==> src/rtl/cgmt_pkg.sv <==
package cgmt_pkg;
   localparam int unsigned THREADS = 2;

   typedef logic tid_t;

   typedef struct packed {
      logic valid;
      tid_t tid;
   } slot_t;
endpackage

==> src/rtl/cgmt_thread_ctx.sv <==
module cgmt_thread_ctx #(
   parameter int unsigned           PC_W     = 32,
   parameter int unsigned           PC_STEP  = 4,
   parameter logic [PC_W-1:0]       RESET_PC = '0
) (
   input  logic            clk,
   input  logic            rst_n,
   input  logic            adv_i,
   input  logic            rewind_i,
   input  logic [PC_W-1:0] rewind_pc_i,
   input  logic            park_i,
   input  logic            resolve_i,
   output logic [PC_W-1:0] pc_o,
   output logic            parked_o,
   output logic            parked_nxt_o
);
   localparam logic [PC_W-1:0] STEP = PC_W'(PC_STEP);

   logic [PC_W-1:0] pc_q;
   logic            park_q;

   // a new park request wins over a simultaneous resolve
   assign parked_nxt_o = park_i | (park_q & ~resolve_i);

   always_ff @(posedge clk) begin
      if (!rst_n) begin
         pc_q   <= RESET_PC;
         park_q <= 1'b0;
      end else begin
         if (rewind_i)   pc_q <= rewind_pc_i;
         else if (adv_i) pc_q <= pc_q + STEP;
         park_q <= parked_nxt_o;
      end
   end

   assign pc_o     = pc_q;
   assign parked_o = park_q;

   a_r2_pc_step: assert property (@(posedge clk) disable iff (!rst_n)
      adv_i && !rewind_i |=> pc_o == $past(pc_o) + STEP);
   a_r5_rewind_pc: assert property (@(posedge clk) disable iff (!rst_n)
      rewind_i |=> pc_o == $past(rewind_pc_i));
   a_r3_hold_on_park: assert property (@(posedge clk) disable iff (!rst_n)
      park_i && !rewind_i && !adv_i |=> pc_o == $past(pc_o));
   a_r7_stay_parked: assert property (@(posedge clk) disable iff (!rst_n)
      parked_o && !resolve_i |=> parked_o);
endmodule

==> src/rtl/cgmt_sched.sv <==
module cgmt_sched
   import cgmt_pkg::*;
(
   input  logic         clk,
   input  logic         rst_n,
   input  logic         switch_req_i,
   input  logic [THREADS-1:0] parked_nxt_i,
   output tid_t         act_o,
   output logic         run_o
);
   tid_t act_q, act_d, other;
   logic run_q, run_d;

   assign other = ~act_q;

   always_comb begin
      act_d = act_q;
      run_d = run_q;
      if (run_q) begin
         if (switch_req_i) begin
            if (!parked_nxt_i[other]) act_d = other;
            else                      run_d = 1'b0;
         end
      end else begin
         // idle: favour the thread that did not run last
         if (!parked_nxt_i[other]) begin
            act_d = other;
            run_d = 1'b1;
         end else if (!parked_nxt_i[act_q]) begin
            run_d = 1'b1;
         end
      end
   end

   always_ff @(posedge clk) begin
      if (!rst_n) begin
         act_q <= 1'b0;
         run_q <= 1'b1;
      end else begin
         act_q <= act_d;
         run_q <= run_d;
      end
   end

   assign act_o = act_q;
   assign run_o = run_q;

   a_r6_switch_taken: assert property (@(posedge clk) disable iff (!rst_n)
      run_o && switch_req_i && !parked_nxt_i[~act_o] |=> run_o && act_o != $past(act_o));
   a_r7_both_parked_idle: assert property (@(posedge clk) disable iff (!rst_n)
      (&parked_nxt_i) |=> !run_o);
   a_r2_no_spurious_switch: assert property (@(posedge clk) disable iff (!rst_n)
      run_o && !switch_req_i |=> run_o && act_o == $past(act_o));
endmodule

==> src/rtl/cgmt_stage_track.sv <==
module cgmt_stage_track
   import cgmt_pkg::*;
#(
   parameter int unsigned NSTG = 3
) (
   input  logic            clk,
   input  logic            rst_n,
   input  logic            if_valid_i,
   input  tid_t            if_tid_i,
   input  logic            kill_if_i,
   input  logic            dc_miss_i,
   input  tid_t            dc_tid_i,
   output logic [NSTG-1:0] flush_o
);
   slot_t pipe_q [1:NSTG-1];

   assign flush_o[0] = kill_if_i;

   always_ff @(posedge clk) begin
      if (!rst_n) begin
         for (int k = 1; k < NSTG; k++) pipe_q[k] <= '0;
      end else begin
         pipe_q[1] <= '{valid: if_valid_i && !flush_o[0], tid: if_tid_i};
         for (int k = 2; k < NSTG; k++)
            pipe_q[k] <= '{valid: pipe_q[k-1].valid && !flush_o[k-1], tid: pipe_q[k-1].tid};
      end
   end

   for (genvar k = 1; k < NSTG; k++) begin : g_flush
      assign flush_o[k] = pipe_q[k].valid && dc_miss_i && (pipe_q[k].tid == dc_tid_i);
   end

   a_r3_fetch_kill_drops: assert property (@(posedge clk) disable iff (!rst_n)
      flush_o[0] |=> !pipe_q[1].valid);

   for (genvar k = 1; k + 1 < NSTG; k++) begin : g_chk
      a_r4_squash_drops: assert property (@(posedge clk) disable iff (!rst_n)
         flush_o[k] |=> !pipe_q[k+1].valid);
   end
endmodule

==> src/rtl/cgmt_switch_ctrl.sv <==
module cgmt_switch_ctrl
   import cgmt_pkg::*;
#(
   parameter int unsigned     PC_W      = 32,
   parameter int unsigned     PC_STEP   = 4,
   parameter logic [PC_W-1:0] RESET_PC0 = '0,
   parameter logic [PC_W-1:0] RESET_PC1 = PC_W'(32'h0000_1000),
   parameter int unsigned     NSTG      = 3
) (
   input  logic            clk,
   input  logic            rst_n,
   input  logic            ic_miss_i,
   input  logic            dc_miss_i,
   input  logic            dc_miss_tid_i,
   input  logic [PC_W-1:0] dc_miss_pc_i,
   input  logic [1:0]      resolve_i,
   output logic            active_tid_o,
   output logic            fetch_valid_o,
   output logic [PC_W-1:0] fetch_pc_o,
   output logic [NSTG-1:0] flush_o
);
   if (PC_W < 4) begin : g_bad_pcw
      $error("PC_W must be at least 4");
   end
   if (PC_STEP == 0 || (PC_STEP & (PC_STEP - 1)) != 0) begin : g_bad_step
      $error("PC_STEP must be a power of two");
   end
   if ((RESET_PC0 % PC_STEP) != 0 || (RESET_PC1 % PC_STEP) != 0) begin : g_bad_rpc
      $error("reset PCs must be aligned to PC_STEP");
   end
   if (NSTG < 2) begin : g_bad_nstg
      $error("NSTG must cover fetch and at least one later stage");
   end

   tid_t              act;
   logic              run;
   logic              dc_on_act;
   logic              kill_if;
   logic [THREADS-1:0] parked, parked_nxt;
   logic [PC_W-1:0]   pc_t [THREADS];

   assign dc_on_act = dc_miss_i && (dc_miss_tid_i == act);
   assign kill_if   = run && (ic_miss_i || dc_on_act);

   for (genvar t = 0; t < THREADS; t++) begin : g_ctx
      localparam logic [PC_W-1:0] RPC = (t == 0) ? RESET_PC0 : RESET_PC1;
      logic mine, rewind;
      assign mine   = run && (act == tid_t'(t));
      assign rewind = dc_miss_i && (dc_miss_tid_i == tid_t'(t));

      cgmt_thread_ctx #(
         .PC_W     (PC_W),
         .PC_STEP  (PC_STEP),
         .RESET_PC (RPC)
      ) i_ctx (
         .clk          (clk),
         .rst_n        (rst_n),
         .adv_i        (mine && !ic_miss_i && !rewind),
         .rewind_i     (rewind),
         .rewind_pc_i  (dc_miss_pc_i),
         .park_i       (rewind || (mine && ic_miss_i)),
         .resolve_i    (resolve_i[t]),
         .pc_o         (pc_t[t]),
         .parked_o     (parked[t]),
         .parked_nxt_o (parked_nxt[t])
      );
   end

   cgmt_sched i_sched (
      .clk          (clk),
      .rst_n        (rst_n),
      .switch_req_i (kill_if),
      .parked_nxt_i (parked_nxt),
      .act_o        (act),
      .run_o        (run)
   );

   cgmt_stage_track #(.NSTG(NSTG)) i_track (
      .clk        (clk),
      .rst_n      (rst_n),
      .if_valid_i (run),
      .if_tid_i   (act),
      .kill_if_i  (kill_if),
      .dc_miss_i  (dc_miss_i),
      .dc_tid_i   (dc_miss_tid_i),
      .flush_o    (flush_o)
   );

   assign active_tid_o  = act;
   assign fetch_valid_o = run;
   assign fetch_pc_o    = pc_t[act];

   a_r7_runner_free: assert property (@(posedge clk) disable iff (!rst_n)
      fetch_valid_o |-> !parked[active_tid_o]);
   a_r3_ic_flush: assert property (@(posedge clk) disable iff (!rst_n)
      ic_miss_i && fetch_valid_o |-> flush_o[0]);
   a_r11_idle_no_flush: assert property (@(posedge clk) disable iff (!rst_n)
      !fetch_valid_o |-> !flush_o[0]);
   a_r9_other_dc_keeps_run: assert property (@(posedge clk) disable iff (!rst_n)
      fetch_valid_o && dc_miss_i && dc_miss_tid_i != active_tid_o && !ic_miss_i
      |=> fetch_valid_o && active_tid_o == $past(active_tid_o));
endmodule

==> config.mk <==
export PLATFORM = sky130hd
export DESIGN_NAME = cgmt_switch_ctrl
export DESIGN_NICKNAME = d
export VERILOG_FILES = /design/src/rtl/cgmt_pkg.sv /design/src/rtl/cgmt_thread_ctx.sv /design/src/rtl/cgmt_sched.sv /design/src/rtl/cgmt_stage_track.sv /design/src/rtl/cgmt_switch_ctrl.sv
export SDC_FILE = /design/constraint.sdc
export NUM_CORES = 1
export LEC_CHECK = 0
export ABC_AREA = 1
export BUFFER_PORTS_ARGS = -buffer_cell sky130_fd_sc_hd__buf_2
export CAP_MARGIN = 20
export CORE_ASPECT_RATIO = 1.4
export CORE_MARGIN = 3
export CORE_UTILIZATION = 50
export DETAILED_ROUTE_END_ITERATION = 12
export PLACE_DENSITY_LB_ADDON = 0.2
export RECOVER_POWER = 100
export SLEW_MARGIN = 20
export SYNTH_ARGS = -nofsm -noshare
export SYNTH_HDL_FRONTEND = slang
export SYNTH_HIERARCHICAL = 1
export SYNTH_SLANG_ARGS = --single-unit
==> constraint.sdc <==
create_clock -name clk -period 5.4 [get_ports clk]
set_clock_uncertainty 0.1 [all_clocks]
set_input_delay 0.54 -clock clk [delete_from_list [all_inputs] [get_ports clk]]
set_output_delay 0.54 -clock clk [all_outputs]
set_load 0.02 [all_outputs]
==> flow_metrics.py, run 1 <==
metrics = {
    "power": {
        "ir_drop_mv": 0.184,
        "p_total_uw": 1540,
        "power_density_nw_per_um2": 269,
        "p_leak_uw": 0.00231,
    },
    "setup_path": {
        "cp_max_fo": 40,
        "end_kind": "flip-flop",
        "worst_setup_path_start_kind": "flip-flop",
        "worstPathArrival_ns": 4.11,
        "crit_required_ns": 5.51,
        "crit_path_start": "i_sched/act_o$_SDFFE_PN0P_",
        "crit_type": "flip-flop to flip-flop",
        "worst_r2r_startpoint": "i_sched/act_o$_SDFFE_PN0P_",
    },
    "synth": {
        "yosys_warnings": 6,
        "syn_area_um2": 5160,
        "synth-edff-count": 0,
        "synth_cell_types": 38,
        "synthFlopType": "dfxtp_1",
        "synth_area_per_cell_um2": 6.25,
        "synth_seq_cells": 72,
        "async_reset_ff_share_pct": 0,
        "postSynthCellCount": 826,
        "synth_nets": 867,
        "ys_seq_area_share_pct": 27.9,
    },
    "grt": {
        "grt_pass1_vias": 5549,
        "grt_pass1_wl_um": 27200,
        "antenna_found_initial": 0,
        "grt_max_degree": 41,
        "track_usage_pct": 29.2,
        "grt.overflow.total": 0,
    },
    "floorplanning": {
        "core-area_um2": 10000,
        "dieArea_um2": 11600,
        "num_io_pins": 76,
        "row_count": 43,
        "die_x_um": 91.9,
        "die_h_um": 126,
        "start_util_pct": 51.6,
    },
    "clock_network": {
        "post_cts_buffers": 0,
        "insertion_delay_ns": 0.34,
        "clk_path_buf_depth": 2,
        "cts_resized": 0,
        "h-tree-depth": 3,
        "clk_pin_slew_ns": 0.06,
        "hold_buffers": 0,
        "cts_inserted_buffers": 9,
        "clock-sinks": 72,
        "clock_tree.root_cell": "clkbuf_16",
        "cts_tree": "done",
    },
    "final_layout": {
        "final_cell_mix": "289 x nand2_1, 74 x nand3_1, 72 x nor2_1, 72 x dfxtp_1, 69 x inv_1",
        "regArea_um2": 1440,
        "n_fill_cell": 1058,
        "layout.cells.non_filler": 1026,
        "multi_input_area_um2": 3240,
        "layout.nets": 928,
        "n_antenna_cell": 0,
        "area_growth_syn_to_layout_pct": 11.0,
        "drive_gt1_share_pct": 12.3,
        "final_common_cell": "nand2_1",
        "finalInstanceArea_um2": 5730,
    },
    "drt": {
        "wirelength_um": 16700,
        "drc": 0,
        "vias": 5807,
        "routed_via_density": 5.66,
        "wl_per_cell_um": 16.2,
        "drtPass1Iterations": 5,
        "ant_nets": 0,
        "first_iter_violations": 425,
    },
    "timing": {
        "fmax_mhz": 249,
        "worst_slew_pin_slew_ns": 1.80,
        "hold_viol": 0,
        "final.min_clock_period_ns": 4.01,
        "rsz0062_at_grt": "false",
        "report.final.slew_viol_count": 41,
        "fin_tns_setup_ns": 0,
        "fin_crit_sh_pct": 74.2,
        "setup_viol": 0,
        "slew_headroom_pct": -20.1,
    },
    "worst_hold_path": {
        "min_from": "i_track/pipe_q[1][0]$_SDFF_PN0_",
        "hold_class": "flip-flop to flip-flop",
    },
    "placed_design": {
        "post-dp-hpwl_um": 12600,
        "dp.cells": 1011,
        "dpl-instance-area_um2": 5560,
        "gp_congestion": 0.954,
        "port_buffers": 75,
    },
    "run": {
        "drv_cap": 1,
    },
    "outcome": {
        "failed_checks": "max-capacitance violations, max-slew violations",
        "status": "finished with violations",
    },
}
critical path: stages (launching register included):
cell	delay (ns)
dfxtp_1	0.43
clkbuf_1	1.33
nand2_1	0.16
nor3_1	0.69
nor2_1	0.11
clkbuf_1	0.53
a221oi_1	0.40
o21ai_0	0.13
cell type report:
class / count / share of cell area (%)
clock buffer: 14 / 4.26
sequential: 72 / 25.2
tap: 135 / 2.95
multi-input combinational: 652 / 56.6
inverter: 74 / 4.98
timing repair buffer: 78 / 5.98
clock inverter: 1 / 0.0874
worst paths after layout:
kind,endpoint,slack [ns],cells past startpoint
worst min-delay path,i_track/pipe_q[2][0]$_SDFF_PN0_,0.36,2
worst max register to register,g_ctx[1].i_ctx/pc_o[12]$_SDFFE_PN1N_,1.39,7
worst min register to register,i_track/pipe_q[2][0]$_SDFF_PN0_,0.36,2
worst max-delay path,g_ctx[1].i_ctx/pc_o[12]$_SDFFE_PN1N_,1.39,7
cell usage after synthesis (5+ instances only):
cell / number / area, um^2
nand3_1: 71 / 355
nor2_4: 16 / 180
or2_1: 5 / 31.3
a31oi_1: 11 / 68.8
o21bai_1: 7 / 52.6
clkbuf_1: 10 / 37.5
nand3b_1: 7 / 52.6
a21oi_1: 43 / 215
xnor2_1: 5 / 43.8
o21ai_0: 19 / 95.1
nand3_2: 5 / 50.1
nor2_2: 8 / 50.1
dfxtp_1: 72 / 1440
nand2_2: 23 / 144
nor2_1: 72 / 270
buf_2: 10 / 50.1
xor2_1: 8 / 70.1
inv_1: 70 / 263
a22oi_1: 36 / 270
a21oi_2: 6 / 52.6
nand2_1: 289 / 1080
cells by family after synthesis:
family	share of synthesized area (%)
flip-flops	27.9
XOR/XNOR	2.21
AO/OA/AOI/OAI	15.1
buffers and inverters	8.82
AND/OR/NAND/NOR	45.5
adder cells (fa/ha/maj)	0.485
stage by stage:
stage	util (%)	setup WS (ns)	hold slack, ns
2_1_floorplan	-	3.33	0.320
3_3_place_gp	55.5	2.10	0.349
3_5_place_dp	55.5	2.06	0.352
4_1_cts	58.0	2.41	0.359
5_1_grt	57.3	1.05	0.389
6_report	57.3	1.39	0.355
state kept, by name, indices dropped and copies added, names as in the netlist:
register,flops
i_sched/act_o,1
i_track/pipe_q,4
i_sched/run_o,1
g_ctx.i_ctx/parked_o,2
g_ctx.i_ctx/pc_o,64
metal layers:
layer,up-vias,routed length [um],GRT usage [%]
li1,2801,-,-
met1,2669,6600,34.8
met2,275,8040,49.4
met3,62,1030,3.05
met5,-,0,0
met4,0,995,19.2
power breakdown:
| part | internal, uW | switching, uW | leakage, uW |
|---|---|---|---|
| Sequential | 573 | 61.4 | 0.000591 |
| Clock | 309 | 220 | 0.000121 |
| Combinational | 107 | 272 | 0.00160 |
| Total | 988 | 553 | 0.00231 |
Power figures use the tool's default switching activity.
==> run 2: changes to the inputs <==
clock period = 3.54 ns   (was 5.4 ns; I/O delays follow)
==> flow_metrics.py, run 2 (synthesis gave the netlist of run 1 again) <==
metrics = {
    "floorplanning": {
        "die_x_um": 91.9,
        "row_count": 43,
        "start_util_pct": 51.6,
        "num_io_pins": 76,
        "dieArea_um2": 11600,
        "die_h_um": 126,
        "core-area_um2": 10000,
    },
    "final_layout": {
        "area_growth_syn_to_layout_pct": 12.6,
        "final_common_cell": "nand2_1",
        "n_fill_cell": 1060,
        "final_cell_mix": "289 x nand2_1, 74 x nand3_1, 72 x nor2_1, 72 x dfxtp_1, 70 x inv_1",
        "finalInstanceArea_um2": 5810,
        "largest_register_ffs": 64,
        "drive_gt1_share_pct": 13.3,
        "n_antenna_cell": 0,
        "layout.nets": 932,
    },
    "clock_network": {
        "clock_tree.root_cell": "clkbuf_16",
        "cts_resized": 0,
        "clk_pin_slew_ns": 0.06,
        "hold_buffers": 0,
        "clk_path_buf_depth": 2,
        "cts_inserted_buffers": 9,
        "post_cts_buffers": 0,
        "cts_tree": "done",
        "h-tree-depth": 3,
        "insertion_delay_ns": 0.34,
        "clock-sinks": 72,
    },
    "timing": {
        "fin_tns_setup_ns": 0,
        "hold_ws_ns": 0.176,
        "fin_crit_sh_pct": 76.0,
        "rsz0062_at_grt": "false",
        "slew_headroom_pct": 24.6,
        "hold_viol": 0,
        "final.min_clock_period_ns": 2.69,
        "worst_slew_pin_slew_ns": 1.13,
        "report.final.slew_viol_count": 0,
        "fin_ws_ns": 0.851,
        "fmax_mhz": 372,
        "setup_viol": 0,
    },
    "drt": {
        "ant_nets": 0,
        "routed_via_density": 5.63,
        "drtPass1Iterations": 6,
        "vias": 5800,
        "first_iter_violations": 492,
        "wirelength_um": 17000,
        "wl_per_cell_um": 16.5,
        "drc": 0,
    },
    "setup_path": {
        "crit_type": "flip-flop to flip-flop",
        "worst_setup_path_start_kind": "flip-flop",
        "end_kind": "flip-flop",
        "cp_max_fo": 40,
        "crit_required_ns": 3.69,
        "worstPathArrival_ns": 2.84,
    },
    "grt": {
        "grt.overflow.total": 0,
        "grt_max_degree": 41,
        "track_usage_pct": 29.4,
        "grt_pass1_vias": 5572,
        "grt_pass1_wl_um": 27300,
        "antenna_found_initial": 0,
    },
    "placed_design": {
        "dpl-instance-area_um2": 5590,
        "port_buffers": 75,
        "gp_congestion": 0.966,
        "pre_cts_ws_ns": 0.956,
        "post-dp-hpwl_um": 12700,
    },
    "worst_hold_path": {
        "hold_class": "input port to flip-flop",
    },
    "run": {
        "drv_cap": 0,
    },
    "power": {
        "power_density_nw_per_um2": 426,
        "ir_drop_mv": 0.315,
        "p_total_uw": 2480,
        "p_leak_uw": 0.00236,
    },
    "outcome": {
        "status": "finished clean",
    },
}
[run 2: per-stage QoR]
| step | util (%) | cells |
|---|---|---|
| global route | 58.1 | 1031 |
| floorplan | - | 826 |
| global placement | 55.8 | 1015 |
| CTS | 58.8 | 1031 |
| detailed placement | 55.8 | 1015 |
| finish | 58.1 | 1031 |
[run 2: layout make-up]
class                      instances  area (um^2)  area share [%]
tap                              135          169            2.91
inverter                          74          285            4.91
clock inverter                     5         56.3           0.969
clock buffer                      11          243            4.18
timing repair buffer              82          369            6.35
multi-input combinational        652         3250            55.9
sequential                        72         1440            24.8
[run 2: critical path, stage by stage, from the launching register on]
cell and delay [ns]:
dfxtp_1 0.43, buf_4 0.41, nand2_1 0.11, nor3_1 0.19, clkbuf_1 0.27, nand2_1 0.15
inv_1 0.61, nand3_1 0.18, a21oi_1 0.16
[run 2: final timing paths]
| path | from | endpoint | slack [ns] | cells past startpoint |
|---|---|---|---|---|
| worst max-delay path | i_sched/act_o$_SDFFE_PN0P_ | g_ctx[1].i_ctx/pc_o[20]$_SDFFE_PN0N_ | 0.85 | 8 |
| worst min-delay path | dc_miss_pc_i[1] | g_ctx[1].i_ctx/pc_o[1]$_SDFFE_PN0P_ | 0.18 | 3 |
| worst max register to register | i_sched/act_o$_SDFFE_PN0P_ | g_ctx[1].i_ctx/pc_o[20]$_SDFFE_PN0N_ | 0.85 | 8 |
| worst min register to register | i_track/pipe_q[1][0]$_SDFF_PN0_ | i_track/pipe_q[2][0]$_SDFF_PN0_ | 0.36 | 2 |
[run 2: per-layer routing]
layer | GRT usage (%) | wire length (um)
met4 | 20.0 | 1040
met5 | 0 | 0
met3 | 3.29 | 1170
met1 | 34.9 | 6640
met2 | 49.4 | 8180
[run 2: report_power, final]
part	internal, uW	total (uW)	leakage (uW)	switching, uW
Sequential	873	966	0.000591	92.4
Combinational	165	583	0.00162	418
Clock	564	927	0.000145	363
Total	1600	2480	0.00236	874
==> run 3: changes to the inputs <==
ABC_AREA = 0   (was 1)
clock period = 2.65 ns   (was 3.54 ns; I/O delays follow)
==> flow_metrics.py, run 3 <==
metrics = {
    "drt": {
        "first_iter_violations": 339,
        "wirelength_um": 14800,
        "drc": 0,
        "ant_nets": 0,
        "wl_per_cell_um": 19.7,
        "vias": 4838,
        "routed_via_density": 6.47,
        "drtPass1Iterations": 5,
    },
    "final_layout": {
        "multi_input_area_um2": 2990,
        "n_fill_cell": 874,
        "regArea_um2": 1440,
        "n_antenna_cell": 0,
        "finalInstanceArea_um2": 5420,
        "largest_register_ffs": 64,
        "final_common_cell": "dfxtp_1",
        "layout.nets": 677,
        "final_cell_mix": "71 x dfxtp_1, 61 x buf_2, 43 x nand2_1, 40 x o21ai_0, 30 x nand4_1",
        "area_growth_syn_to_layout_pct": 12.9,
        "drive_gt1_share_pct": 18.7,
        "finish.utilization_pct": 59.0,
    },
    "synth": {
        "synth_seq_cells": 72,
        "yosysMostFrequentCell": "dfxtp_1",
        "syn_area_um2": 4800,
        "synthTopCellsByCount": "72 x dfxtp_1, 43 x nand2_1, 40 x o21ai_0",
        "synth_cell_types": 68,
        "postSynthCellCount": 558,
        "synthDominantCellAreaShare_pct": 30.1,
        "yosys_warnings": 6,
        "synth-edff-count": 0,
        "ys_seq_area_share_pct": 30.1,
        "synth_area_per_cell_um2": 8.59,
        "async_reset_ff_share_pct": 0,
        "synthFlopType": "dfxtp_1",
        "synth_top_area_cell": "dfxtp_1",
        "synth.area.top_cells": "dfxtp_1 30%, mux2_4 8.1%, o21ai_0 4.2%",
        "synth_nets": 599,
    },
    "power": {
        "p_leak_uw": 0.00207,
        "p_seq_share_pct": 41.8,
        "clkPwrFrac_pct": 36.8,
        "p_int_uw": 2090,
        "ir_drop_mv": 0.304,
        "swShare_pct": 31.1,
        "power_density_nw_per_um2": 561,
        "power_switching_uw": 946,
        "p_comb_share_pct": 21.4,
    },
    "timing": {
        "report.final.slew_viol_count": 0,
        "worst_slew_pin_slew_ns": 1.30,
        "setup_viol": 0,
        "hold_viol": 0,
        "rsz0062_at_grt": "false",
        "hold_ws_ns": 0.0533,
        "fin_crit_sh_pct": 91.5,
        "final.min_clock_period_ns": 2.43,
        "fin_tns_setup_ns": 0,
        "fmax_mhz": 412,
        "slew_headroom_pct": 13.4,
    },
    "setup_path": {
        "rr_endpoint": "g_ctx[0].i_ctx/pc_o[29]$_SDFFE_PN0N_",
        "crit_end": "flush_o[0]",
        "reg2reg_depth": 4,
        "end_kind": "output pin",
        "worst_r2r_startpoint": "g_ctx[0].i_ctx/pc_o[17]$_SDFFE_PN0N_",
        "path_cells": "buf_4, xor2_1, o21ai_0, clkbuf_2",
        "crit_type": "flip-flop to output pin",
        "crit_path_start": "i_sched/act_o$_SDFFE_PN0P_",
        "cp_slowest_stage_delay_ns": 0.62,
        "reg2reg_slack_ns": 0.25,
        "worst_path_max_delay_cell": "o21ai_0",
        "cp_max_fo": 24,
        "worstPathArrival_ns": 2.06,
        "worst_setup_path_start_kind": "flip-flop",
        "crit_required_ns": 2.29,
    },
    "clock_network": {
        "hold_buffers": 0,
        "cts_tree": "done",
        "clock_tree.root_cell": "clkbuf_16",
        "post_cts_buffers": 0,
        "clk_pin_slew_ns": 0.05,
        "clk_path_buf_depth": 2,
        "clock-sinks": 72,
        "cts_inserted_buffers": 9,
        "insertion_delay_ns": 0.34,
        "cts_resized": 0,
        "h-tree-depth": 3,
    },
    "grt": {
        "grt.overflow.total": 0,
        "track_usage_pct": 28.2,
        "grt_pass1_wl_um": 23600,
        "antenna_found_initial": 0,
        "grt_max_degree": 41,
        "grt_pass1_vias": 4578,
    },
    "outcome": {
        "status": "finished clean",
    },
    "floorplanning": {
        "die_x_um": 88.8,
        "num_io_pins": 76,
        "start_util_pct": 52.2,
        "core-area_um2": 9180,
        "dieArea_um2": 10800,
        "die_h_um": 122,
        "row_count": 41,
    },
    "placed_design": {
        "gp_congestion": 0.894,
        "port_buffers": 75,
        "post-dp-hpwl_um": 10700,
        "dpl-instance-area_um2": 5300,
    },
    "run": {
        "drv_cap": 0,
    },
    "worst_hold_path": {
        "hold_class": "input port to flip-flop",
    },
}
==> run 3: kinds of logic (layout without fill, tap and decap cells) <==
kind of cell               after synthesis  after routing  share of synthesized area [%]
adders and majority gates                2              2                          0.522
AOI/OAI and AO/OA                      130            130                           18.1
DFF                                     72             72                           30.1
and+or+nand+nor                        237            237                           29.1
muxes                                   42             42                           11.6
xor gates and xnor gates                28             28                           5.11
buffers and inverters                   47            130                           5.43
==> run 3: final cells by class <==
| cell class | instances | share of cell area [%] |
|---|---|---|
| Clock buffer | 13 | 4.62 |
| Clock inverter | 3 | 0.323 |
| Inverter | 12 | 0.832 |
| Multi-Input combinational cell | 439 | 55.3 |
| Sequential cell | 72 | 26.6 |
| Tap cell | 107 | 2.47 |
| Timing Repair Buffer | 102 | 9.84 |
==> run 3: how the worst min path moves through the flow <==
stage | startpoint | endpoint | slack (ns) | cells after the start
6_report | dc_miss_i | i_track/pipe_q[2][1]$_SDFF_PN0_ | 0.05 | 2
5_1_grt | dc_miss_i | i_track/pipe_q[2][1]$_SDFF_PN0_ | 0.07 | 2
4_1_cts | dc_miss_i | i_track/pipe_q[2][1]$_SDFF_PN0_ | 0.05 | 2
3_5_place_dp | i_track/pipe_q[1][1]$_SDFF_PN0_ | i_track/pipe_q[2][1]$_SDFF_PN0_ | 0.32 | 2
3_3_place_gp | i_track/pipe_q[1][1]$_SDFF_PN0_ | i_track/pipe_q[2][1]$_SDFF_PN0_ | 0.31 | 2
2_1_floorplan | rst_n | i_sched/run_o$_SDFF_PN1_ | 0.23 | 1
==> run 3: metrics by stage <==
step           total power [uW]  std cells  setup WS (ns)
2_1_floorplan              1810        558         0.0478
3_3_place_gp               1990        732          0.258
3_5_place_dp               2000        732          0.210
4_1_cts                    3110        748          0.184
5_1_grt                    3170        748         0.0756
6_report                   3040        748          0.224
==> run 3: layer usage <==
metal	up-vias	share of wire, %	wire, um	GRT usage [%]
met5	-	0	0	0
met4	0	3.3	482	12.1
met3	41	5.2	766	3.65
met2	189	51	7480	48.2
met1	2322	41	6030	34.9
li1	2286	-	-	-
==> run 3: power by group through the flow <==
stage          registers [uW]  logic [uW]  clock network (uW)
2_1_floorplan            1270         538                   0
3_3_place_gp             1290         697                   0
3_5_place_dp             1290         705                   0
4_1_cts                  1270         709                1130
5_1_grt                  1280         708                1180
6_report                 1270         651                1120
==> run 3: critical path: cells and delay by family (launching register included) <==
kind | cells | cell delay (ns)
AO/OA/AOI/OAI | 1 | 0.62
XOR/XNOR | 1 | 0.11
buffers and inverters | 2 | 0.62
flip-flops | 1 | 0.37
